===== src/rtl/xmri_pkg.sv =====
package xmri_pkg;

  typedef enum logic [2:0] {
    OP_XOR  = 3'd0,
    OP_ADM  = 3'd1,
    OP_SUB  = 3'd2,
    OP_XCH  = 3'd3,
    OP_SEQ  = 3'd4,
    OP_BPA  = 3'd5,
    OP_RSV6 = 3'd6,
    OP_RSV7 = 3'd7
  } op_e;

  typedef enum logic [2:0] {
    AC_HOLD    = 3'd0,
    AC_ADD     = 3'd1,
    AC_XOR     = 3'd2,
    AC_FROM_DR = 3'd3,
    AC_CMPL    = 3'd4,
    AC_INC     = 3'd5
  } ac_op_e;

  typedef enum logic [1:0] {
    DR_HOLD = 2'd0,
    DR_MEM  = 2'd1,
    DR_AC   = 2'd2
  } dr_op_e;

  typedef enum logic [1:0] {
    PC_HOLD   = 2'd0,
    PC_BR_POS = 2'd1,
    PC_SKIP_Z = 2'd2
  } pc_op_e;

  typedef struct packed {
    logic   rd;
    logic   wr;
    dr_op_e dr;
    ac_op_e ac;
    pc_op_e pc;
    logic   clr;
  } ctl_t;

  // first and last timing steps of execution
  localparam int T_FIRST = 4;
  localparam int T_LAST  = 8;

endpackage


===== src/rtl/xmri_seq.sv =====
module xmri_seq
  import xmri_pkg::*;
#(
  parameter int TW = 4
) (
  input  logic          clk,
  input  logic          rst_n,
  input  logic          start,
  input  logic          clr,
  output logic [TW-1:0] tstate,
  output logic          busy
);

  localparam logic [TW-1:0] T_LO = TW'(T_FIRST);
  localparam logic [TW-1:0] T_HI = TW'(T_LAST);

  assign busy = (tstate != '0);

  always_ff @(posedge clk) begin
    if (!rst_n)      tstate <= '0;
    else if (start)  tstate <= T_LO;
    else if (clr)    tstate <= '0;
    else if (busy)   tstate <= tstate + 1'b1;
  end

  AST_T_BOUND: assert property (@(posedge clk) disable iff (!rst_n)
    busy |-> (tstate >= T_LO && tstate <= T_HI));

  AST_START_IDLE: assert property (@(posedge clk) disable iff (!rst_n)
    start |-> !busy);

  AST_CLR_BUSY: assert property (@(posedge clk) disable iff (!rst_n)
    clr |-> busy);

endmodule


===== src/rtl/xmri_ctl.sv =====
module xmri_ctl
  import xmri_pkg::*;
#(
  parameter int TW = 4
) (
  input  op_e           op,
  input  logic [TW-1:0] tstate,
  output ctl_t          ctl
);

  localparam logic [TW-1:0] S4 = TW'(T_FIRST);
  localparam logic [TW-1:0] S5 = TW'(T_FIRST + 1);
  localparam logic [TW-1:0] S6 = TW'(T_FIRST + 2);
  localparam logic [TW-1:0] S7 = TW'(T_FIRST + 3);
  localparam logic [TW-1:0] S8 = TW'(T_FIRST + 4);

  always_comb begin
    ctl = '0;
    if (tstate == S4 && op <= OP_SEQ) begin
      ctl.rd = 1'b1;
      ctl.dr = DR_MEM;
    end
    unique case (op)
      OP_XOR: begin
        if (tstate == S5) begin
          ctl.ac  = AC_XOR;
          ctl.clr = 1'b1;
        end
      end
      OP_ADM: begin
        if (tstate == S5) begin
          ctl.dr = DR_AC;
          ctl.ac = AC_ADD;
        end else if (tstate == S6) begin
          ctl.wr  = 1'b1;
          ctl.ac  = AC_FROM_DR;
          ctl.clr = 1'b1;
        end
      end
      OP_SUB: begin
        if (tstate == S5) begin
          ctl.dr = DR_AC;
          ctl.ac = AC_FROM_DR;
        end else if (tstate == S6) begin
          ctl.ac = AC_CMPL;
        end else if (tstate == S7) begin
          ctl.ac = AC_INC;
        end else if (tstate == S8) begin
          ctl.ac  = AC_ADD;
          ctl.clr = 1'b1;
        end
      end
      OP_XCH: begin
        if (tstate == S5) begin
          ctl.wr  = 1'b1;
          ctl.ac  = AC_FROM_DR;
          ctl.clr = 1'b1;
        end
      end
      OP_SEQ: begin
        if (tstate == S5) begin
          ctl.dr = DR_AC;
          ctl.ac = AC_XOR;
        end else if (tstate == S6) begin
          ctl.pc  = PC_SKIP_Z;
          ctl.ac  = AC_FROM_DR;
          ctl.clr = 1'b1;
        end
      end
      OP_BPA: begin
        if (tstate == S4) begin
          ctl.pc  = PC_BR_POS;
          ctl.clr = 1'b1;
        end
      end
      default: begin
        if (tstate == S4) ctl.clr = 1'b1;
      end
    endcase
  end

endmodule


===== src/rtl/xmri_alu.sv =====
module xmri_alu
  import xmri_pkg::*;
#(
  parameter int W = 16
) (
  input  ac_op_e       op,
  input  logic [W-1:0] ac,
  input  logic [W-1:0] dr,
  output logic [W-1:0] res
);

  localparam logic [W-1:0] ONE = W'(1);

  always_comb begin
    unique case (op)
      AC_ADD:     res = ac + dr;
      AC_XOR:     res = ac ^ dr;
      AC_FROM_DR: res = dr;
      AC_CMPL:    res = ~ac;
      AC_INC:     res = ac + ONE;
      default:    res = ac;
    endcase
  end

endmodule


===== src/rtl/xmri_unit.sv =====
module xmri_unit
  import xmri_pkg::*;
#(
  parameter int DATA_W = 16,
  parameter int ADDR_W = 12
) (
  input  logic              clk,
  input  logic              rst_n,
  input  logic              iss_valid,
  output logic              iss_ready,
  input  logic [2:0]        iss_op,
  input  logic [ADDR_W-1:0] iss_addr,
  input  logic [DATA_W-1:0] iss_ac,
  input  logic [ADDR_W-1:0] iss_pc,
  output logic              mem_rd,
  output logic              mem_wr,
  output logic [ADDR_W-1:0] mem_addr,
  output logic [DATA_W-1:0] mem_wdata,
  input  logic [DATA_W-1:0] mem_rdata,
  output logic [DATA_W-1:0] ac_q,
  output logic [ADDR_W-1:0] pc_q,
  output logic              done
);

  localparam int TW = $clog2(T_LAST + 1);

  logic [TW-1:0]     tstate;
  logic              busy;
  logic              accept;
  ctl_t              ctl;
  op_e               op_q;
  logic [ADDR_W-1:0] ar_q;
  logic [DATA_W-1:0] dr_q;
  logic [DATA_W-1:0] alu_res;
  logic              ac_zero;
  logic              ac_pos;

  assign iss_ready = !busy;
  assign accept    = iss_valid && iss_ready;

  xmri_seq #(.TW(TW)) u_seq (
    .clk    (clk),
    .rst_n  (rst_n),
    .start  (accept),
    .clr    (ctl.clr),
    .tstate (tstate),
    .busy   (busy)
  );

  xmri_ctl #(.TW(TW)) u_ctl (
    .op     (op_q),
    .tstate (tstate),
    .ctl    (ctl)
  );

  xmri_alu #(.W(DATA_W)) u_alu (
    .op  (ctl.ac),
    .ac  (ac_q),
    .dr  (dr_q),
    .res (alu_res)
  );

  assign ac_zero   = (ac_q == '0);
  assign ac_pos    = !ac_q[DATA_W-1] && !ac_zero;
  assign mem_rd    = ctl.rd;
  assign mem_wr    = ctl.wr;
  assign mem_addr  = ar_q;
  assign mem_wdata = ac_q;
  assign done      = ctl.clr;

  always_ff @(posedge clk) begin
    if (!rst_n) begin
      op_q <= OP_XOR;
      ar_q <= '0;
      dr_q <= '0;
      ac_q <= '0;
      pc_q <= '0;
    end else if (accept) begin
      op_q <= op_e'(iss_op);
      ar_q <= iss_addr;
      ac_q <= iss_ac;
      pc_q <= iss_pc;
    end else begin
      unique case (ctl.dr)
        DR_MEM:  dr_q <= mem_rdata;
        DR_AC:   dr_q <= ac_q;
        default: ;
      endcase
      if (ctl.ac != AC_HOLD) ac_q <= alu_res;
      unique case (ctl.pc)
        PC_BR_POS: if (ac_pos)  pc_q <= ar_q;
        PC_SKIP_Z: if (ac_zero) pc_q <= pc_q + 1'b1;
        default: ;
      endcase
    end
  end

  AST_RDWR_EXCL: assert property (@(posedge clk) disable iff (!rst_n)
    !(mem_rd && mem_wr));

  AST_WR_OPS: assert property (@(posedge clk) disable iff (!rst_n)
    mem_wr |-> (op_q == OP_ADM || op_q == OP_XCH));

  AST_ACCEPT_BUSY: assert property (@(posedge clk) disable iff (!rst_n)
    (iss_valid && iss_ready) |=> !iss_ready);

  AST_DONE_PULSE: assert property (@(posedge clk) disable iff (!rst_n)
    done |=> (!done && iss_ready));

  AST_BPA_NEG: assert property (@(posedge clk) disable iff (!rst_n)
    (busy && op_q == OP_BPA && ac_q[DATA_W-1]) |=> $stable(pc_q));

  AST_RSV_HOLD: assert property (@(posedge clk) disable iff (!rst_n)
    (done && (op_q == OP_RSV6 || op_q == OP_RSV7)) |=> ($stable(ac_q) && $stable(pc_q)));

  AST_RD_FIRST: assert property (@(posedge clk) disable iff (!rst_n)
    mem_rd |-> $past(accept));

endmodule


===== config.mk =====
export PLATFORM = sky130hd
export DESIGN_NAME = xmri_unit
export DESIGN_NICKNAME = d
export VERILOG_FILES = /design/src/rtl/xmri_pkg.sv /design/src/rtl/xmri_seq.sv /design/src/rtl/xmri_ctl.sv /design/src/rtl/xmri_alu.sv /design/src/rtl/xmri_unit.sv
export SDC_FILE = /design/constraint.sdc
export NUM_CORES = 1
export LEC_CHECK = 0
export ABC_AREA = 0
export ABC_CLOCK_PERIOD_IN_PS = 3600
export BUFFER_PORTS_ARGS = -buffer_cell sky130_fd_sc_hd__buf_2
export CAP_MARGIN = 20
export CELL_PAD_IN_SITES_DETAIL_PLACEMENT = 0
export CELL_PAD_IN_SITES_GLOBAL_PLACEMENT = 1
export CORE_MARGIN = 5
export CORE_UTILIZATION = 36
export CTS_BUF_LIST = sky130_fd_sc_hd__clkbuf_4
export DETAILED_ROUTE_END_ITERATION = 12
export HOLD_SLACK_MARGIN = 0.12
export MAX_ROUTING_LAYER = met4
export PLACE_DENSITY = 0.84
export SLEW_MARGIN = 10
export SYNTH_ARGS = -nofsm -noshare
export SYNTH_HDL_FRONTEND = slang
export SYNTH_SLANG_ARGS = --single-unit

===== constraint.sdc =====
create_clock -name clk -period 3.6 [get_ports clk]
set_input_delay 0.72 -clock clk [delete_from_list [all_inputs] [get_ports clk]]
set_output_delay 0.72 -clock clk [all_outputs]
set_load 0.005 [all_outputs]

==> results.cfg <==
[worst_setup_path]
start_kind = register
worstReg2RegStart = op_q[2]
end_kind = register
crit_start = op_q[2]
path_class = reg -> reg
cp_data_required_time_ns = 3.99
cp.arrival_ns = 3.88
worstPathMaxFanout = 9
reg2regPathDepth = 13

[final_layout]
layout-drive-gt1-share_pct = 28.24
design_area_mm2 = 0.005913
syn_to_final_growth_pct = 22.15
layout.nets = 814
fill_cells = 1341

[timing]
setup_viol = 0
final.setup_skew_ns = 0.01383
worst_pin_slew_ns = 0.8394
min_period_ns = 3.491
fin_crit_sh_pct = 96.97
setup_slack_ns = 0.1091
hold_ws_ns = 0.4788
relSlewSlack_pct = 44.04
report.final.slew_viol_count = 0
finalHoldViolations = 0
fmax_mhz = 286.5

[grt]
grt_max_degree = 42
first_global_vias = 5130
grt_first_pass_wirelength_um = 26020
grt_overflow = 0
antenna_found_initial = 1
track_usage_pct = 20.60

[route]
wl_per_cell_um = 17.87
route.detailed.drc = 0
antenna_left = 0
wirelength_um = 16260
vias = 5198
dr.pass1.iters = 5
drt_iter0_markers = 385
vias_per_cell = 5.712

[cts]
hold_buffers = 0
numCtsBuffers = 9
htreeDepth = 3
clock-sinks = 63
cts_tree = yes
max-clock-path-buffers = 2
path_clk_slew_ns = 0.11
cts_root_buf = clkbuf_4
clock_latency_ns = 0.45

[floorplanning]
dieArea_mm2 = 0.01587
die_x_um = 126.0
ios = 122
start_util_pct = 36.70
die_h_um = 126.0
rows = 42
core-area_mm2 = 0.01319

[synth]
synthesis.yosys.warnings = 0
syn-instance-count = 626
synth.avg_cell_area_um2 = 7.733
synth_edf_count = 0
synth-seq-area-share_pct = 26.05
ys.flop_type = dfxtp_1
syn_area_mm2 = 0.004841
ys_types = 62
syn_nets = 710
ys_ff_latch = 63
synthArstFlopShare_pct = 0

[power_and_ir_drop]
ir_drop_uv = 245.9
power_w = 0.002921
power.density_mw_per_mm2 = 494.0
p_leak_nw = 2.720

[worst_hold_path]
worstHoldPathType = reg -> reg
min_from = mem_addr[8]
min_delay_path_depth = 2

[place]
numPortBuffers = 121
place.gp.congestion = 0.9682
dp_slack_ns = 0.01029
place_area_mm2 = 0.005653
dp_hpwl_um = 11680

[job]
maxCapViolations = 0

[status]
outcome = finished clean
Yosys cell counts (all sizes together), types with 5 or more instances:
cell / count / area share (%)
a21o: 8 / 1.3
o22ai: 8 / 1.0
a21oi: 38 / 3.9
o211a: 22 / 4.5
nor2: 35 / 2.7
mux2i: 17 / 3.5
and2: 20 / 2.6
o21ai: 34 / 3.5
nor4: 8 / 1.2
o211ai: 10 / 1.7
xor2: 16 / 2.9
and3: 10 / 1.3
a211oi: 18 / 2.9
a21boi: 17 / 2.6
inv: 9 / 0.70
xnor2: 19 / 3.4
nand2b: 8 / 1.0
nand3: 35 / 3.6
dfxtp: 63 / 26
o221ai: 10 / 1.8
buf: 18 / 2.9
ha: 21 / 5.4
nand2: 85 / 6.6
nor3: 5 / 0.52
clkbuf: 39 / 3.0
worst max-delay path, stage by stage (launching register included):
cell and delay (ns):
dfxtp_2 0.34, or3b_4 0.39, or4_4 0.43, or2_4 0.32, buf_12 0.15, and2_4 0.16, ha_4 0.27, a21oi_4 0.21
o21ai_4 0.09, or4_4 0.42, o221ai_2 0.16, xnor2_1 0.08, or3_1 0.32, o211ai_2 0.08
repair_timing:
item	in CTS	in global routing
setup buffers	1	2
pin swaps	1	16
gates resized for setup	1	28
setup endpoints to repair	2	10
gates cloned	0	0
area by class of cell:
| cell class | instances | area (µm²) | share of cell area, % |
|---|---|---|---|
| tap | 176 | 220.2 | 3.724 |
| multi-input combinational | 497 | 3458 | 58.49 |
| sequential | 63 | 1267 | 21.43 |
| inverter | 9 | 33.78 | 0.5713 |
| clock buffer | 11 | 82.58 | 1.397 |
| antenna | 1 | 2.502 | 0.04232 |
| clock inverter | 3 | 12.51 | 0.2116 |
| timing repair buffer | 150 | 835.8 | 14.13 |
per-layer routing:
metal / track usage [%] / routed length (µm) / vias up
met2: 32.83 / 7536 / 236
met5: - / 0 / -
met3: 6.351 / 1440 / 33
li1: - / - / 2479
met4: 6.183 / 323 / 0
met1: 25.11 / 6963 / 2450
registers in the layout, indices dropped and copies added, names as in the netlist:
signal	cells
pc_q	12
dr_q	16
u_seq.tstate	4
ac_q	16
op_q	3
mem_addr	12
per-stage QoR:
step | TNS (ns) | instances | util (%)
floorplan | -0.003536 | 626 | -
global placement | 0 | 892 | 42.86
detailed placement | 0 | 892 | 42.86
CTS | 0 | 907 | 43.75
global route | -0.1072 | 910 | 44.83
finish | 0 | 910 | 44.83
report_power, final:
| group | internal (W) | switching [W] |
|---|---|---|
| clock network | 0.000144 | 0.000260 |
| logic | 0.000660 | 0.000780 |
| registers | 0.000847 | 0.000230 |
worst paths after layout:
path                                    end  slack (ns)
worst max-delay path               ac_q[15]        0.11
worst min-delay path            mem_addr[8]        0.48
worst max register to register     ac_q[15]        0.11
worst min register to register  mem_addr[8]        0.48
cell families after synthesis:
logic type / count (synthesis) / synth area share [%]
xor+xnor: 35 / 6.332
simple gates: 230 / 23.52
flops: 63 / 26.05
compound gates: 192 / 27.84
fa+ha+maj: 22 / 5.841
mux: 18 / 3.748
buf+inv: 66 / 6.668
placed cells by master, fill, tap and decap left out, types with 4 or more instances in the layout:
| master | count |
|---|---|
| o21bai_1 | 4 |
| clkbuf_4 | 11 |
| nand4_1 | 4 |
| nor4_1 | 6 |
| o211a_1 | 22 |
| o211ai_1 | 9 |
| inv_1 | 7 |
| ha_2 | 4 |
| nand2b_1 | 8 |
| nand3_1 | 35 |
| o22ai_1 | 8 |
| ha_4 | 5 |
| and3_1 | 10 |
| a211oi_1 | 15 |
| a21o_1 | 7 |
| ha_1 | 12 |
| buf_2 | 121 |
| xor2_1 | 16 |
| buf_4 | 28 |
| nand2_1 | 84 |
| xnor2_1 | 19 |
| a21boi_0 | 17 |
| dfxtp_1 | 60 |
| and2_1 | 14 |
| a21oi_1 | 35 |
| mux2i_1 | 17 |
| o21ai_0 | 32 |
| nor2_1 | 33 |
| nor3_1 | 4 |
| o221ai_1 | 9 |
No activity file was read; power rests on OpenSTA's default activity.
